### config.mk
export PLATFORM = sky130hd
export DESIGN_NAME = lane_addsub_unit
export DESIGN_NICKNAME = d
export VERILOG_FILES = /design/src/rtl/lane_addsub_pkg.sv /design/src/rtl/lane_addsub_ctrl.sv /design/src/rtl/lane_addsub_dp.sv /design/src/rtl/lane_addsub_unit.sv
export SDC_FILE = /design/constraint.sdc
export NUM_CORES = 1
export LEC_CHECK = 0
export ABC_AREA = 1
export BUFFER_PORTS_ARGS = -buffer_cell sky130_fd_sc_hd__buf_2
export CORE_MARGIN = 1
export CORE_UTILIZATION = 30
export CTS_CLUSTER_DIAMETER = 120
export DETAILED_ROUTE_END_ITERATION = 10
export PLACE_DENSITY = 0.45
export SYNTH_ARGS = -nofsm -noshare
export SYNTH_HDL_FRONTEND = slang
export SYNTH_SLANG_ARGS = --single-unit
### constraint.sdc
create_clock -name clk -period 3.9 [get_ports clk]
set_input_delay 0.39 -clock clk [delete_from_list [all_inputs] [get_ports clk]]
set_output_delay 0.39 -clock clk [all_outputs]
set_load 0.03 [all_outputs]
### src/rtl/lane_addsub_pkg.sv
package lane_addsub_pkg;

  localparam logic [2:0] SEL_ADD16 = 3'd0;
  localparam logic [2:0] SEL_ASX   = 3'd1;
  localparam logic [2:0] SEL_SAX   = 3'd2;
  localparam logic [2:0] SEL_SUB16 = 3'd3;
  localparam logic [2:0] SEL_ADD8  = 3'd4;
  localparam logic [2:0] SEL_SUB8  = 3'd7;

  localparam logic [3:0] COND_ALWAYS = 4'b1110;

  // strobes from control to datapath
  typedef struct packed {
    logic loadRes;     // commit new result and flags
    logic halfMode;    // 16-bit lane view
    logic crossHalves; // pair opA half h with opB half 1-h
    logic subLo;       // low half subtracts
    logic subHi;       // high half subtracts
    logic subByte;     // byte lanes subtract
  } dpStrobe_t;

endpackage

### src/rtl/lane_addsub_ctrl.sv
module lane_addsub_ctrl
  import lane_addsub_pkg::*;
(
  input  logic       clk,
  input  logic       rst,
  input  logic       inValid,
  input  logic [2:0] opSel,
  input  logic [3:0] condField,
  input  logic       condPass,
  output dpStrobe_t  strobe,
  output logic       outValid,
  output logic       wrEn,
  output logic       illegalOp
);

  logic legalSel;
  logic condOk;
  logic doExec;

  always_comb begin
    legalSel = 1'b1;
    strobe   = '0;
    unique case (opSel)
      SEL_ADD16: strobe.halfMode = 1'b1;
      SEL_ASX: begin
        strobe.halfMode    = 1'b1;
        strobe.crossHalves = 1'b1;
        strobe.subLo       = 1'b1;
      end
      SEL_SAX: begin
        strobe.halfMode    = 1'b1;
        strobe.crossHalves = 1'b1;
        strobe.subHi       = 1'b1;
      end
      SEL_SUB16: begin
        strobe.halfMode = 1'b1;
        strobe.subLo    = 1'b1;
        strobe.subHi    = 1'b1;
      end
      SEL_ADD8: strobe.subByte = 1'b0;
      SEL_SUB8: strobe.subByte = 1'b1;
      default:  legalSel = 1'b0;
    endcase
    condOk         = (condField == COND_ALWAYS) || condPass;
    doExec         = inValid && legalSel && condOk;
    strobe.loadRes = doExec;
  end

  always_ff @(posedge clk) begin
    if (rst) begin
      outValid  <= 1'b0;
      wrEn      <= 1'b0;
      illegalOp <= 1'b0;
    end else begin
      outValid  <= inValid;
      wrEn      <= doExec;
      illegalOp <= inValid && !legalSel;
    end
  end

endmodule

### src/rtl/lane_addsub_dp.sv
module lane_addsub_dp
  import lane_addsub_pkg::*;
#(
  parameter int DATA_W = 32
) (
  input  logic                  clk,
  input  logic                  rst,
  input  dpStrobe_t             strobe,
  input  logic [DATA_W-1:0]     opA,
  input  logic [DATA_W-1:0]     opB,
  output logic [DATA_W-1:0]     result,
  output logic [DATA_W/8-1:0]   geFlags
);

  localparam int HALF_W  = DATA_W / 2;
  localparam int BYTE_W  = 8;
  localparam int N_BYTE  = DATA_W / BYTE_W;
  localparam int GE_HALF = N_BYTE / 2;

  logic [1:0][HALF_W-1:0]        halfSum;
  logic [1:0]                    halfGe;
  logic [N_BYTE-1:0][BYTE_W-1:0] byteSum;
  logic [N_BYTE-1:0]             byteGe;
  logic [DATA_W-1:0]             nextRes;
  logic [N_BYTE-1:0]             nextGe;

  // two half lanes; subtraction as a + ~b + 1, carry out = GE
  for (genvar h = 0; h < 2; h++) begin : g_half
    logic [HALF_W-1:0] aPart;
    logic [HALF_W-1:0] bPart;
    logic              doSub;
    logic [HALF_W:0]   wide;
    always_comb begin
      aPart = opA[h*HALF_W +: HALF_W];
      bPart = strobe.crossHalves ? opB[(1-h)*HALF_W +: HALF_W]
                                 : opB[h*HALF_W +: HALF_W];
      doSub = (h == 0) ? strobe.subLo : strobe.subHi;
      wide  = {1'b0, aPart} + {1'b0, (doSub ? ~bPart : bPart)}
              + {{HALF_W{1'b0}}, doSub};
      halfSum[h] = wide[HALF_W-1:0];
      halfGe[h]  = wide[HALF_W];
    end
  end

  for (genvar i = 0; i < N_BYTE; i++) begin : g_byte
    logic [BYTE_W-1:0] aPart;
    logic [BYTE_W-1:0] bPart;
    logic [BYTE_W:0]   wide;
    always_comb begin
      aPart = opA[i*BYTE_W +: BYTE_W];
      bPart = opB[i*BYTE_W +: BYTE_W];
      wide  = {1'b0, aPart} + {1'b0, (strobe.subByte ? ~bPart : bPart)}
              + {{BYTE_W{1'b0}}, strobe.subByte};
      byteSum[i] = wide[BYTE_W-1:0];
      byteGe[i]  = wide[BYTE_W];
    end
  end

  // in half mode each half outcome fans out to its GE_HALF flag bits
  for (genvar g = 0; g < N_BYTE; g++) begin : g_geSel
    assign nextGe[g] = strobe.halfMode ? halfGe[g / GE_HALF] : byteGe[g];
  end

  assign nextRes = strobe.halfMode ? halfSum : byteSum;

  always_ff @(posedge clk) begin
    if (rst) begin
      result  <= '0;
      geFlags <= '0;
    end else if (strobe.loadRes) begin
      result  <= nextRes;
      geFlags <= nextGe;
    end
  end

endmodule

### src/rtl/lane_addsub_unit.sv
module lane_addsub_unit
  import lane_addsub_pkg::*;
#(
  parameter int DATA_W = 32
) (
  input  logic                clk,
  input  logic                rst,
  input  logic                inValid,
  input  logic [2:0]          opSel,
  input  logic [3:0]          condField,
  input  logic                condPass,
  input  logic [DATA_W-1:0]   opA,
  input  logic [DATA_W-1:0]   opB,
  output logic                outValid,
  output logic                wrEn,
  output logic                illegalOp,
  output logic [DATA_W-1:0]   result,
  output logic [DATA_W/8-1:0] geFlags
);

  dpStrobe_t strobe;

  lane_addsub_ctrl u_ctrl (
    .clk       (clk),
    .rst       (rst),
    .inValid   (inValid),
    .opSel     (opSel),
    .condField (condField),
    .condPass  (condPass),
    .strobe    (strobe),
    .outValid  (outValid),
    .wrEn      (wrEn),
    .illegalOp (illegalOp)
  );

  lane_addsub_dp #(.DATA_W(DATA_W)) u_dp (
    .clk     (clk),
    .rst     (rst),
    .strobe  (strobe),
    .opA     (opA),
    .opB     (opB),
    .result  (result),
    .geFlags (geFlags)
  );

endmodule

Word-level counts from Yosys, hierarchy flattened

Index checks and enable logic that the tools add are counted.

Register bits: 39
Input port bits: 75
Output and inout bits: 39
Word-level logic and storage cells: 59

Reduce and logical (&&, ||, !) cells: 11
Muxes and demuxes: 19
Add/subtract/negate cells: 12
Equal/unequal tests: 6
Bitwise logic cells: 6

Operators by type and width:

| kind                 | count |
|---|---|
| $mux W16             | 4 |
| $add A8 B8 Y9        | 4 |
| $add A9 B1 Y9        | 4 |
| $add A16 B16 Y17     | 2 |
| $add A17 B1 Y17      | 2 |
| $mux W32             | 1 |
| $mux W8              | 4 |
| $not A16 Y16         | 2 |
| $not A8 Y8           | 4 |
| $mux W1              | 10 |
| $eq A3 B2 Y1 const B | 2 |
| $eq A3 B3 Y1 const B | 2 |
| $reduce_or A2 Y1     | 3 |
| $reduce_or A6 Y1     | 1 |
| $eq A4 B4 Y1 const B | 1 |
| $reduce_or A4 Y1     | 1 |
| $eq A3 B1 Y1 const B | 1 |
| $logic_and A1 B1 Y1  | 3 |
| $logic_not A3 Y1     | 1 |
| $logic_not A1 Y1     | 1 |
| $logic_or A1 B1 Y1   | 1 |

Depth between registers and ports, before layout

Gate-level depths: netlist of the first run.

Depth after elaboration: 9
Depth in mapped cells: 19
Gate-level depth less buffers: 18

Modules after synthesis

A second synthesis of the first run with hierarchy kept.

Cell total of the unflattened synthesis: 951
Area total of the unflattened synthesis: 5815.6 µm²

Modules (own cells, without submodules):

| module           | instances | area each (µm²) | sequential area each (µm²) | cells an instance |
|---|---|---|---|---|
| lane_addsub_dp   | 1         | 5634.2          | 720.7                      | 923 |
| lane_addsub_ctrl | 1         | 181.4           | 60.1                       | 28 |

Least setup slack after synthesis of the first run

No wires, ideal clock.

Path kind: in2reg
Start point: in opSel[2]
End point: reg u_dp.result[24]
Data arrival time: 2559 ps
Slack: 1221 ps
Required time: 3780 ps
Buffers on the path: 2
Cell stages on the path: 17
Library setup time: 120 ps
Cell sequence: buf_6 > inv_4 > nand3_4 > clkbuf_1 > nand2_1 > o21ai_0 > xor2_1 > fa_1 > nand2_1 > inv_1 > o21ai_0 > nand2_1 > a21oi_1 > inv_1 > or2_2 > nand3_1 > a21oi_1

Cells in the longest elaborated chain, start to end: 9
Elaborated cells on any way between the ends: 26
Those cells by class: add/sub (4); eq/ne (5); mux (9); bitwise (1); reduce/logical (7)

Ends and longest elaborated chain:

| item                                                | RTL line               | RTL |
|---|---|---|
| start: declaration                                  | lane_addsub_unit.sv:9  | `input logic [2:0] opSel,` |
| $eq A3 B2 Y1 / $eq A3 B1 Y1 (equally long branches) | lane_addsub_ctrl.sv:23 | `unique case (opSel)` |
| $reduce_or A2 Y1 (no line)                          | -                      |  |
| $mux W1                                             | lane_addsub_ctrl.sv:23 |  |
| $mux W16                                            | lane_addsub_dp.sv:35   | `bPart = strobe.crossHalves ? opB[(1-h)*HALF_W +: HALF_W]` |
| $not A16 Y16                                        | lane_addsub_dp.sv:38   | `wide = {1'b0, aPart} + {1'b0, (doSub ? ~bPart : bPart)}` |
| $mux W16                                            | lane_addsub_dp.sv:38   |  |
| $add A16 B16 Y17                                    | lane_addsub_dp.sv:38   |  |
| $add A17 B1 Y17                                     | lane_addsub_dp.sv:39   | `+ {{HALF_W{1'b0}}, doSub};` |
| $mux W32                                            | lane_addsub_dp.sv:64   | `assign nextRes = strobe.halfMode ? halfSum : byteSum;` |
| end signal: assignment                              | lane_addsub_dp.sv:71   | `result <= nextRes;` |
| end: declaration                                    | lane_addsub_dp.sv:11   | `output logic [DATA_W-1:0] result,` |

Several ways; a longest one is shown, not always the timed one.
A chain may end at the register's enable or synchronous reset.

Worst setup path in the final report of the first run

Start point: in opSel[1]
End point: reg u_dp.geFlags[0]

Cells in the longest elaborated chain, start to end: 9
Elaborated cells on any way between the ends: 26
Those cells by class: add/sub (4); eq/ne (5); mux (9); bitwise (1); reduce/logical (7)

Ends and longest elaborated chain:

| item                                                | RTL line               | RTL |
|---|---|---|
| $eq A3 B2 Y1 / $eq A3 B1 Y1 (equally long branches) | lane_addsub_ctrl.sv:23 |  |
| $reduce_or A2 Y1 (no line)                          | -                      |  |
| $mux W1                                             | lane_addsub_ctrl.sv:23 |  |
| $mux W16                                            | lane_addsub_dp.sv:35   |  |
| $not A16 Y16                                        | lane_addsub_dp.sv:38   |  |
| $mux W16                                            | lane_addsub_dp.sv:38   |  |
| $add A16 B16 Y17                                    | lane_addsub_dp.sv:38   |  |
| $add A17 B1 Y17                                     | lane_addsub_dp.sv:39   |  |
| $mux W1                                             | lane_addsub_dp.sv:61   | `assign nextGe[g] = strobe.halfMode ? halfGe[g / GE_HALF] : byteGe[g];` |
| end signal: assignment                              | lane_addsub_dp.sv:72   | `geFlags <= nextGe;` |
| end: declaration                                    | lane_addsub_dp.sv:12   | `output logic [DATA_W/8-1:0] geFlags` |

Several ways; a longest one is shown, not always the timed one.

==> results_tabular.tex, run 1 <==
\begin{tabular}{lr}
\hline
Metric & Value \\
\hline
\multicolumn{2}{l}{\textbf{Floorplan}} \\
Area of the placeable core & about 0.018 mm² \\
Effective utilization at floorplan & between 30\% and 40\% \\
Horizontal die dimension & about 140 µm \\
Number of core rows & 49 \\
Vertical die dimension & roughly 140 µm \\
Die Outline Area & $\sim$0.019 mm² \\
I/O pin total & between 100 and 150 \\
\multicolumn{2}{l}{\textbf{Clock tree}} \\
Number of hold buffers added after CTS & 0 \\
Maximum level of the CTS H-tree & 2 \\
TritonCTS clock tree & built \\
Count of instances resized after the clock tree is built & 0 \\
CTS Buffer Depth & 2 \\
Clock latency of the later-clocked register in the worst-skew pair & 0.30 ns \\
TritonCTS sink count & 39 \\
Inserted Clock Buffers & 5 \\
Clock root cell & clkbuf\_16 \\
Clock transition at the registers of the reported paths & roughly 0.060 ns \\
Number of buffers inserted to repair setup after CTS & 0 \\
\multicolumn{2}{l}{\textbf{Synthesis}} \\
Syn nets & around 1000 \\
Portion of synthesized cell area occupied by the leading cell type & $\sim$14\% \\
Cell type with the largest total area after synthesis & dfxtp\_1 \\
Synth Cell Area & 0.00555 mm² \\
Fraction of the yosys area taken by sequential cells & between 10\% and 20\% \\
Syn Inst Count & between 800 and 900 \\
Distinct cells, synth & 39 \\
Area contributors post-synth & dfxtp\_1 14\%, ha\_1 14\%, nand2\_1 10\%, a21oi\_1 9.6\%, xor2\_1 9.1\% \\
Flip-flop and latch count after synthesis & 39 \\
Number of warnings issued by yosys & 0 \\
Post-Synthesis Mean Instance Area & about 6.4 µm² \\
\multicolumn{2}{l}{\textbf{Critical path}} \\
Delay of the slowest critical-path stage & 0.39 ns \\
Critical path capture point type & register \\
Crit-path cells & buf\_2, nand2\_2, nand3\_4, buf\_4, nand2\_1, o21ai\_0, xor2\_1, ha\_1, nand2\_1, nor3\_1, nand3\_1, nand3\_1, nand2\_1, nand2\_1, nand3\_1, nand2\_1, nand2\_1, a21oi\_1 \\
Most frequent cell on the critical path & nand2\_1 \\
Reg-to-Reg Start & u\_dp.result[26] \\
Launch point of the critical path & opSel[1] \\
Cells on worst reg2reg path & 2 \\
Crit path required time & 4.13 ns \\
R2r setup slk & about 3.2 ns \\
Worst path slowest cell & ha\_1 \\
CP Class & in2reg \\
Crit path DAT & approximately 3.2 ns \\
Biggest fanout along the worst timing path & 42 \\
Worst Setup Start Kind & input port \\
\multicolumn{2}{l}{\textbf{Pwr}} \\
Internal power component & roughly 1.1 mW \\
Static leakage power & about 3.4 nW \\
Ratio of total power to cell area & approximately 300 mW/mm² \\
Switching fraction of total power & 46.5\% \\
Clock share of power & 21.6\% \\
Worst-case vdd ir drop & 0.145 mV \\
Logic gate share of total power & between 50\% and 60\% \\
Sequential share of power & roughly 22\% \\
Psw & slightly above 0.9 mW \\
\multicolumn{2}{l}{\textbf{Global route}} \\
Number of global-route vias before repair & between 5000 and 6000 \\
GRT Util Overall & 19.4\% \\
Total gr overflow & 0 \\
Wire length of the first global-routing pass & about 29 mm \\
Pin count of the biggest net entering global routing & 50 \\
Antenna violations before repair & 0 \\
\multicolumn{2}{l}{\textbf{Route}} \\
Average detailed-routed wire length per instance & between 15 and 20 µm \\
Remaining antenna violation count after routing & 0 \\
Drt total wl & around 19 mm \\
Initial DRC Count & 290 \\
Residual DRC & 0 \\
First-pass DRT Iterations & 5 \\
Number of vias in the routed layout & 5893 \\
Via density & slightly below 5 \\
\multicolumn{2}{l}{\textbf{Cells and area}} \\
Area of all placed cells without fillers & between 0.006 and 0.007 mm² \\
Layout cell share with drive strength beyond 1 & roughly 17\% \\
Multi-input logic area & between 0.004 and 0.005 mm² \\
Post-layout utilization of the core & 36.0\% \\
Layout overhead on the synthesized area & 16.8\% \\
Count of inserted antenna diode cells & 0 \\
Sequential cell area & approximately 780 µm² \\
Fillers & approximately 2000 \\
Net total in the final layout & approximately 1100 \\
\multicolumn{2}{l}{\textbf{Timing}} \\
Final min period & between 2 and 3 ns \\
Final setup skew & 0 ns \\
Unrepaired setup endpoints after global routing & false \\
Actual transition at the worst max-transition pin & 1.12 ns \\
Period utilisation layout & between 70\% and 80\% \\
Timing-limited maximum frequency & $\sim$0.34 GHz \\
Final hold viol count & 0 \\
Setup ws final & approximately 0.95 ns \\
Max-slew violation count & 0 \\
Slew headroom & 24.9\% \\
Endpoints failing setup & 0 \\
Total Neg Setup Slack & 0 ns \\
\multicolumn{2}{l}{\textbf{Placement}} \\
Place WS & approximately 0.67 ns \\
Cell Area, Placed & approximately 0.0063 mm² \\
DPL Wire Length & about 15 mm \\
Count of input and output buffers & $\sim$110 \\
Placer congestion estimate & 0.873 \\
\multicolumn{2}{l}{\textbf{Min path}} \\
Min-Delay Path Depth & 3 \\
Worst hold path class & in2reg \\
Critical hold path startpoint & inValid \\
\multicolumn{2}{l}{\textbf{Job}} \\
Number of violations of the max-capacitance limit & 0 \\
\multicolumn{2}{l}{\textbf{Outcome}} \\
Result of the run & completed \\
\hline
\end{tabular}
[worst paths after layout]
kind / endpoint
hold / removal: u_ctrl.outValid
setup / recovery: u_dp.geFlags[0]
setup reg to reg: u_dp.result[26]
hold reg to reg: u_dp.result[25]
[cell type report]
type                    instances  share of cell area (%)
clock inverters                 1                  0.0771
repair buffers                123                    9.87
multi-input cells             687                    65.1
flip-flops and latches         39                    12.0
clock buffers                   7                    2.04
well taps                     229                    4.42
inverters                     110                    6.40
[metal layers]
| metal | track usage, % | share of wire [%] | up-vias |
|---|---|---|---|
| met5 | 0 | 0 | - |
| met3 | 3.08 | 3.7 | 9 |
| met4 | 3.88 | 0.97 | 0 |
| met1 | 27.0 | 51 | 2616 |
| met2 | 31.6 | 45 | 146 |
| li1 | - | - | 3122 |
[cell usage in the layout, fill, tap and decap left out, types with 2 or more instances in the layout]
cell	count
nand2_4	7
clkbuf_1	2
xnor2_1	9
o21a_1	4
o21bai_1	5
a21o_1	3
dfxtp_1	39
a21oi_1	106
o21ai_0	99
buf_4	10
nor2_4	2
buf_2	113
clkbuf_16	5
inv_1	107
xor2_1	58
or2_2	3
nor2_1	46
ha_1	60
o211ai_1	6
a21oi_2	2
nand3_1	55
a211oi_1	7
nand4_1	12
a221oi_1	2
nor3_1	5
fa_1	6
nand2_2	9
nand3b_1	8
nand3_2	5
inv_2	2
a31oi_1	9
nand2_1	153
[registers in the layout, indices dropped and copies added, names as in the netlist]
register	cells
u_dp.result	32
u_ctrl.wrEn	1
u_ctrl.illegalOp	1
u_dp.geFlags	4
u_ctrl.outValid	1
[worst max-delay path: cells and delay by family]
kind,cells,cell delay [ns]
AND/OR/NAND/NOR,12,1.51
AO/OA/AOI/OAI,2,0.25
buffers and inverters,2,0.47
XOR/XNOR,1,0.17
adder cells (fa/ha/maj),1,0.39
[stage by stage]
step | power (mW) | cells | hold WS, ns
finish | 1.99 | 1196 | 0.321
global route | 2.18 | 1196 | 0.327
CTS | 2.02 | 1196 | 0.316
detailed placement | 1.57 | 1188 | 0.464
global placement | 1.58 | 1188 | 0.466
floorplan | 1.27 | 866 | 0.515
[synthesized netlist by cell type]
library cell  number
clkbuf_1          18
dfxtp_1           39
a221oi_1           2
o21ba_2            1
o21bai_1           5
inv_4              1
nor2_4             1
nand2_4            7
nor2_2             1
a211oi_1           7
buf_2              8
nand3_2            5
o211ai_1           6
nand3_4            1
a21o_1             3
nor3_1             5
o21a_1             4
buf_6              2
nor2_1            47
nand3_1           55
or2_2              3
o21ai_0           99
nand2_1          153
inv_2              2
buf_1              2
xnor2_1            9
a21oi_1          106
a21oi_2            2
xor2_1            58
fa_1               6
or2_0              1
nand2_2            9
nand4_1           12
nand3b_1           8
ha_1              60
nor4_1             1
inv_1            107
a31oi_1            9
a41oi_1            1
[kinds of logic after synthesis]
family          synth area share [%]
flops                           14.1
fa+ha+maj                       15.7
compound gates                  23.8
buf+inv                         9.96
xor+xnor                        10.6
simple gates                    25.9
[power by group through the flow]
stage	registers (mW)	logic [mW]	clock network [mW]
floorplan	0.511	0.764	0
global placement	0.452	1.13	0
detailed placement	0.451	1.12	0
CTS	0.442	1.13	0.447
global route	0.446	1.27	0.464
finish	0.442	1.12	0.432
Note: power is estimated with default switching activity, not from simulation.
==> inputs of run 2 (changes only) <==
--- a/config.mk
+++ b/config.mk
@@ -11,7 +11,7 @@
 export CORE_UTILIZATION = 30
 export CTS_CLUSTER_DIAMETER = 120
 export DETAILED_ROUTE_END_ITERATION = 10
-export PLACE_DENSITY = 0.45
+export PLACE_DENSITY = 0.47
 export SYNTH_ARGS = -nofsm -noshare
 export SYNTH_HDL_FRONTEND = slang
 export SYNTH_SLANG_ARGS = --single-unit
==> constraint.sdc (replaced) <==
create_clock -name clk -period 2.5 [get_ports clk]
set_input_delay 0.25 -clock clk [delete_from_list [all_inputs] [get_ports clk]]
set_output_delay 0.25 -clock clk [all_outputs]
set_load 0.03 [all_outputs]
==> run 2 against run 1 <==
  * Sequential cell count is the same
  * Critical path depth shrank 1
  * Utilization grew 5.7 points
  * Sequential power grew 56%
  * Combinational power grew 92%
  * Worst setup slack lost 0.75 ns
  * Design area grew 16%
  * Clock power grew 86%
  * Worst hold slack lost 0.11 ns
  * Sequential share of layout area shrank 1.7 points
==> results_tabular.tex, run 2 (synthesis results as in run 1) <==
\begin{tabular}{lr}
\hline
Metric & Value \\
\hline
\multicolumn{2}{l}{\textbf{Floorplan}} \\
Vertical die dimension & 138 µm (unchanged) \\
Die Outline Area & 0.0191 mm² (unchanged) \\
Area of the placeable core & 0.0180 mm² (unchanged) \\
Number of core rows & 49 (unchanged) \\
Effective utilization at floorplan & 30.8\% (unchanged) \\
Horizontal die dimension & 138 µm (unchanged) \\
I/O pin total & 114 (unchanged) \\
\multicolumn{2}{l}{\textbf{Global route}} \\
Number of global-route vias before repair & 5983 (was 5608) \\
Pin count of the biggest net entering global routing & 50 (unchanged) \\
Total gr overflow & 0 (unchanged) \\
Antenna violations before repair & 1 (was 0) \\
Wire length of the first global-routing pass & 30.5 mm (was 29.3 mm) \\
GRT Util Overall & 20.1\% (was 19.4\%) \\
\multicolumn{2}{l}{\textbf{Critical path}} \\
Crit path required time & 2.73 ns (was 4.13 ns) \\
Reg-to-Reg Start & u\_dp.result[22] (was u\_dp.result[26]) \\
Worst Setup Start Kind & input port (unchanged) \\
Critical path capture point type & register (unchanged) \\
Launch point of the critical path & opSel[1] (unchanged) \\
Crit path DAT & 2.52 ns (was 3.18 ns) \\
Biggest fanout along the worst timing path & 40 (was 42) \\
CP Class & in2reg (unchanged) \\
\multicolumn{2}{l}{\textbf{Route}} \\
Residual DRC & 0 (unchanged) \\
Via density & 4.72 (was 4.93) \\
Length of routed met2 wiring & 8.45 mm (was 8.27 mm) \\
Average detailed-routed wire length per instance & 14.6 µm (was 15.5 µm) \\
Wire length on met1 & 9.59 mm (was 9.42 mm) \\
Uppermost signal routing layer after detailed routing & met4 (unchanged) \\
Met3 Wirelength & 782 µm (was 696 µm) \\
Initial DRC Count & 339 (was 290) \\
First-pass DRT Iterations & 7 (was 5) \\
Remaining antenna violation count after routing & 0 (unchanged) \\
Number of vias in the routed layout & 6190 (was 5893) \\
Drt total wl & 19.1 mm (was 18.6 mm) \\
\multicolumn{2}{l}{\textbf{Placement}} \\
Placer congestion estimate & 0.875 (was 0.873) \\
Placed cell count & 1302 (was 1188) \\
DPL Wire Length & 15.6 mm (was 14.7 mm) \\
Count of input and output buffers & 113 (unchanged) \\
\multicolumn{2}{l}{\textbf{Min path}} \\
Critical hold path startpoint & inValid (unchanged) \\
Worst hold path class & in2reg (unchanged) \\
\multicolumn{2}{l}{\textbf{Cells and area}} \\
Register containing the most flip-flops in the final layout & u\_dp.result (unchanged) \\
Leading cell types in the layout, fill and taps excluded & 152 x nand2\_1, 121 x buf\_4, 113 x buf\_2 (was 153 x nand2\_1, 113 x buf\_2, 107 x inv\_1) \\
Largest register FFs & 32 (unchanged) \\
Top flop regs & u\_dp.result x32, u\_dp.geFlags x4 (unchanged) \\
Net total in the final layout & 1222 (was 1107) \\
Layout cell share with drive strength beyond 1 & 27.4\% (was 16.9\%) \\
Layout overhead on the synthesized area & 35.4\% (was 16.8\%) \\
Non-Filler Instances & 1312 (was 1196) \\
Commonest non-fill, non-tap cell in the layout & nand2\_1 (unchanged) \\
\multicolumn{2}{l}{\textbf{Clock tree}} \\
Clock root cell & clkbuf\_16 (unchanged) \\
Clock latency of the later-clocked register in the worst-skew pair & 0.29 ns (was 0.30 ns) \\
Number of hold buffers added after CTS & 0 (unchanged) \\
Clock transition at the registers of the reported paths & 0.07 ns (was 0.06 ns) \\
Inserted Clock Buffers & 5 (unchanged) \\
CTS Buffer Depth & 2 (unchanged) \\
TritonCTS clock tree & built (unchanged) \\
Maximum level of the CTS H-tree & 2 (unchanged) \\
TritonCTS sink count & 39 (unchanged) \\
\multicolumn{2}{l}{\textbf{Timing}} \\
Period utilisation layout & between 90\% and 100\% \\
Final min period & $\sim$2.3 ns \\
Unrepaired setup endpoints after global routing & true (was false) \\
Actual transition at the worst max-transition pin & 0.697 ns (was 1.12 ns) \\
Max-slew violation count & 0 (unchanged) \\
Endpoints failing setup & 0 (unchanged) \\
Timing-limited maximum frequency & 0.436 GHz \\
Slew headroom & 53.5\% (was 24.9\%) \\
Final setup skew & 0 ns (unchanged) \\
Final hold viol count & 0 (unchanged) \\
\multicolumn{2}{l}{\textbf{Pwr}} \\
Ratio of total power to cell area & 484 mW/mm² (was 307 mW/mm²) \\
Worst-case vdd ir drop & 0.252 mV (was 0.145 mV) \\
Final Total Pwr & 3.64 mW (was 1.99 mW) \\
Static leakage power & 4.02 nW (was 3.43 nW) \\
\multicolumn{2}{l}{\textbf{Job}} \\
Number of violations of the max-capacitance limit & 0 (unchanged) \\
\multicolumn{2}{l}{\textbf{Outcome}} \\
Result of the run & completed (unchanged) \\
\hline
\end{tabular}
-- run 2: cell types whose count changed in the layout (fill, tap and decap cells not counted), sizes merged --
cell,previous run,this run
diode,0,1
buf,123,238
bufinv,0,1
clkbuf,7,6
-- run 2: routing by layer --
layer,global-route usage [%],vias to the layer above
met5,0,-
met2,32.6,135
met1,27.2,2688
met3,3.71,18
met4,5.44,0
li1,-,3349
-- run 2: repair_timing --
| item | 4_1_cts | 5_1_grt |
|---|---|---|
| setup endpoints to repair | 0 | 17 |
| gates resized for setup | 0 | 26 |
| setup buffers | 0 | 1 |
-- run 2: worst paths after layout --
check	end	slack (ns)	depth (start not counted)
worst max-delay path	u_dp.geFlags[0]	0.20	17
worst min-delay path	u_ctrl.outValid	0.21	3
worst max register to register	u_dp.result[22]	1.80	4
worst min register to register	u_dp.result[9]	0.47	2
-- run 2: cell type report --
class,instances,area [µm²]
Antenna cell,1,2.50
Clock buffer,6,139
Clock inverter,2,35.0
Fill cell,1956,10500
Inverter,110,415
Multi-Input combinational cell,687,4310
Sequential cell,39,781
Tap cell,229,287
Timing Repair Buffer,238,1550
-- run 2: critical path, stage by stage --
cell	delay (ns)
buf_2	0.12
nand2_2	0.10
nand3_4	0.13
buf_12	0.19
o21ai_0	0.20
xnor2_1	0.10
ha_1	0.33
inv_1	0.07
nor3_2	0.21
nand3_1	0.13
nand3_2	0.12
nand2_1	0.06
nand2_1	0.09
nand3_1	0.08
nand2_1	0.06
nand2_1	0.10
a21oi_1	0.17
-- run 2: metrics by stage --
step / cell area (µm²) / TNS (ns) / util, % / hold WS (ns) / worst slack [ns]
global placement: 7260 / -2.00 / 40.3 / 0.464 / -0.221
floorplan: 5560 / 0 / - / 0.375 / 0.00342
global route: 7520 / -0.0350 / 41.7 / 0.240 / -0.0224
detailed placement: 7260 / -2.24 / 40.3 / 0.465 / -0.249
CTS: 7430 / 0 / 41.2 / 0.195 / 0.0493
finish: 7520 / 0 / 41.7 / 0.209 / 0.204
-- run 2: where the power goes --
| group | leakage (nW) | internal (mW) | switching, mW |
|---|---|---|---|
| combinational | 3.62 | 0.935 | 1.21 |
| clock | 0.0869 | 0.498 | 0.305 |
| sequential | 0.321 | 0.669 | 0.0207 |
==> inputs of run 3 (changes only) <==
--- a/config.mk
+++ b/config.mk
@@ -11,7 +11,8 @@
 export CORE_UTILIZATION = 30
 export CTS_CLUSTER_DIAMETER = 120
 export DETAILED_ROUTE_END_ITERATION = 10
-export PLACE_DENSITY = 0.47
+export PLACE_DENSITY = 0.45
+export SLEW_MARGIN = 10
 export SYNTH_ARGS = -nofsm -noshare
 export SYNTH_HDL_FRONTEND = slang
 export SYNTH_SLANG_ARGS = --single-unit
==> constraint.sdc (replaced) <==
create_clock -name clk -period 2.2 [get_ports clk]
set_input_delay 0.22 -clock clk [delete_from_list [all_inputs] [get_ports clk]]
set_output_delay 0.22 -clock clk [all_outputs]
set_load 0.03 [all_outputs]
==> run 3 against run 2 <==
  * Die area unchanged
  * Worst setup slack got worse by 0.28 ns
  * Largest cell class unchanged
  * Count of clock-buffer cells in the layout is 2 higher
  * Critical path depth up 3
  * The flow now finishes with violations (setup timing)
  * Critical endpoint is now u_dp.geFlags[1]
  * Power increased by 27%
  * Sequential power increased by 13%
==> results_tabular.tex, run 3 (synthesis results as in run 1) <==
\begin{tabular}{lr}
\hline
Metric & Value \\
\hline
\multicolumn{2}{l}{\textbf{Clock tree}} \\
Maximum level of the CTS H-tree & 2 (unchanged) \\
Clock latency of the later-clocked register in the worst-skew pair & 0.30 ns (was 0.29 ns) \\
TritonCTS clock tree & built (unchanged) \\
TritonCTS sink count & 39 (unchanged) \\
CTS Buffer Depth & 2 (unchanged) \\
Number of hold buffers added after CTS & 0 (unchanged) \\
Inserted Clock Buffers & 5 (unchanged) \\
Clock root cell & clkbuf\_16 (unchanged) \\
Clock transition at the registers of the reported paths & 0.07 ns (about the same) \\
\multicolumn{2}{l}{\textbf{Floorplan}} \\
Vertical die dimension & 138 µm (unchanged) \\
Number of core rows & 49 (unchanged) \\
Die Outline Area & 0.0191 mm² (unchanged) \\
Horizontal die dimension & 138 µm (unchanged) \\
I/O pin total & 114 (unchanged) \\
Area of the placeable core & 0.0180 mm² (unchanged) \\
Effective utilization at floorplan & 30.8\% (unchanged) \\
\multicolumn{2}{l}{\textbf{Critical path}} \\
Crit-path cells & buf\_12, inv\_6, nand2\_8, nand3\_4, clkbuf\_16, nand2\_4, o21ai\_2, xor2\_1, ha\_1, nand2\_2, nor3\_4, nand2\_2, nand3\_4, nand2\_2, nand2\_2, buf\_6, nand3\_2, nand2\_2, nand2\_2, a21oi\_1 (was buf\_2, nand2\_2, nand3\_4, buf\_12, o21ai\_0, xnor2\_1, ha\_1, inv\_1, nor3\_2, nand3\_1, nand3\_2, nand2\_1, nand2\_1, nand3\_1, nand2\_1, nand2\_1, a21oi\_1) \\
Biggest fanout along the worst timing path & 6 (was 40) \\
Critical path capture point type & register (unchanged) \\
Top Family by Delay on Critical Path & simple AND/OR/NAND/NOR gates (unchanged) \\
Most frequent cell on the critical path & nand2\_2 (was nand2\_1) \\
Worst path slowest cell & ha\_1 (unchanged) \\
Crit path DAT & 2.51 ns (was 2.52 ns) \\
Crit path required time & 2.44 ns (was 2.73 ns) \\
R2r setup slk & 1.52 ns (was 1.80 ns) \\
Delay of the slowest critical-path stage & 0.34 ns (was 0.33 ns) \\
Worst Setup Start Kind & input port (unchanged) \\
Buffers and inverters on the worst path & 4 (was 3) \\
CP Class & in2reg (unchanged) \\
\multicolumn{2}{l}{\textbf{Timing}} \\
Setup ws final & -0.0712 ns (was 0.204 ns) \\
Final hold viol count & 0 (unchanged) \\
Total Neg Setup Slack & -0.194 ns (was 0 ns) \\
Max-slew violation count & 0 (unchanged) \\
Actual transition at the worst max-transition pin & 0.415 ns (was 0.697 ns) \\
Endpoints failing setup & 4 (was 0) \\
Period utilisation layout & 103\% \\
Timing-limited maximum frequency & roughly 0.44 GHz \\
Slew headroom & 72.3\% (was 53.5\%) \\
Final min period & around 2.3 ns \\
Worst hold-check slack & 0.152 ns (was 0.209 ns) \\
Final setup skew & 0 ns (unchanged) \\
Unrepaired setup endpoints after global routing & true (unchanged) \\
\multicolumn{2}{l}{\textbf{Placement}} \\
Count of input and output buffers & 113 (unchanged) \\
Placer congestion estimate & 0.870 (was 0.875) \\
DPL Wire Length & 15.8 mm (was 15.6 mm) \\
\multicolumn{2}{l}{\textbf{Cells and area}} \\
Layout overhead on the synthesized area & 56.8\% (was 35.4\%) \\
Largest register FFs & 32 (unchanged) \\
Register containing the most flip-flops in the final layout & u\_dp.result (unchanged) \\
Layout cell share with drive strength beyond 1 & 40.2\% (was 27.4\%) \\
Top flop regs & u\_dp.result x32, u\_dp.geFlags x4 (unchanged) \\
Commonest non-fill, non-tap cell in the layout & buf\_4 (was nand2\_1) \\
Count of inserted antenna diode cells & 0 (was 1) \\
Net total in the final layout & 1281 (was 1222) \\
Leading cell types in the layout, fill and taps excluded & 162 x buf\_4, 128 x nand2\_1, 110 x buf\_2 (was 152 x nand2\_1, 121 x buf\_4, 113 x buf\_2) \\
\multicolumn{2}{l}{\textbf{Pwr}} \\
Worst-case vdd ir drop & 0.318 mV (was 0.252 mV) \\
Static leakage power & 4.45 nW (was 4.02 nW) \\
Final Total Pwr & 4.61 mW (was 3.64 mW) \\
Ratio of total power to cell area & 529 mW/mm² (was 484 mW/mm²) \\
\multicolumn{2}{l}{\textbf{Route}} \\
Average detailed-routed wire length per instance & 15.0 µm (was 14.6 µm) \\
Number of vias in the routed layout & 6512 (was 6190) \\
Drt total wl & 20.5 mm (was 19.1 mm) \\
Initial DRC Count & 260 (was 339) \\
First-pass DRT Iterations & 4 (was 7) \\
Remaining antenna violation count after routing & 0 (unchanged) \\
Residual DRC & 0 (unchanged) \\
Via density & 4.75 (was 4.72) \\
\multicolumn{2}{l}{\textbf{Global route}} \\
Antenna violations before repair & 0 (was 1) \\
Wire length of the first global-routing pass & 31.8 mm (was 30.5 mm) \\
Number of global-route vias before repair & 6182 (was 5983) \\
Pin count of the biggest net entering global routing & 29 (was 50) \\
GRT Util Overall & 20.9\% (was 20.1\%) \\
Total gr overflow & 0 (unchanged) \\
\multicolumn{2}{l}{\textbf{Outcome}} \\
Result of the run & finished with violations (was completed) \\
Violated checks & setup timing \\
\multicolumn{2}{l}{\textbf{Min path}} \\
Worst hold path class & in2reg (unchanged) \\
\multicolumn{2}{l}{\textbf{Job}} \\
Number of violations of the max-capacitance limit & 0 (unchanged) \\
\hline
\end{tabular}
[run 3: changes by cell type in the layout (fill, tap and decap cells not counted), sizes merged]
cell / change
buf: +55
bufinv: -1
clkbuf: +4
clkinv: -1
diode: -1
nand3: +2
[run 3: report_power, final]
part	switching, mW	internal (mW)	leakage [nW]
Clock	0.357	0.486	0.0772
Sequential	0.0227	0.760	0.321
Combinational	1.62	1.36	4.06
[run 3: worst reg2reg max path: cells and delay by family (launching register included)]
kind | cells | cell delay [ns]
AO/OA/AOI/OAI | 2 | 0.25
flip-flops | 1 | 0.31
[run 3: path summary, 6_finish.rpt]
| path | from | endpoint | depth (start not counted) |
|---|---|---|---|
| worst max-delay path | opSel[1] | u_dp.geFlags[1] | 20 |
| worst max register to register | u_dp.geFlags[2] | u_dp.geFlags[2] | 2 |
| worst min register to register | u_dp.result[25] | u_dp.result[25] | 2 |
| worst min-delay path | inValid | u_ctrl.outValid | 3 |
[run 3: cell type report]
type                       count  area [µm²]
inverter                     110         430
timing repair buffer         295        2130
tap                          229         287
sequential                    39         781
clock buffer                   8         156
fill                        1913        9320
multi-input combinational    689        4920
[run 3: repair_timing]
item / 4_1_cts / 5_1_grt
gates cloned: 1 / 5
resized for setup: 28 / 169
pin swaps: 13 / 46
buffers inserted: 3 / 19
endpoints found under the setup margin: 21 / 29
[run 3: routing by layer]
metal / vias up / global-route usage (%) / part of all wire (%)
met5: - / 0 / 0
met4: 0 / 4.45 / 1.6
met3: 21 / 2.32 / 2.5
met2: 107 / 34.4 / 47
met1: 2914 / 29.2 / 49
li1: 3470 / - / -
[run 3: per-stage QoR]
| step | instances | utilization [%] | worst slack, ns | instance area [µm²] |
|---|---|---|---|---|
| 2_1_floorplan | 866 | - | -0.118 | 5670 |
| 3_3_place_gp | 1335 | 42.1 | -0.412 | 7590 |
| 3_5_place_dp | 1335 | 42.1 | -0.429 | 7590 |
| 4_1_cts | 1347 | 43.7 | -0.0347 | 7870 |
| 5_1_grt | 1370 | 48.3 | -0.215 | 8710 |
| 6_report | 1370 | 48.3 | -0.0712 | 8710 |
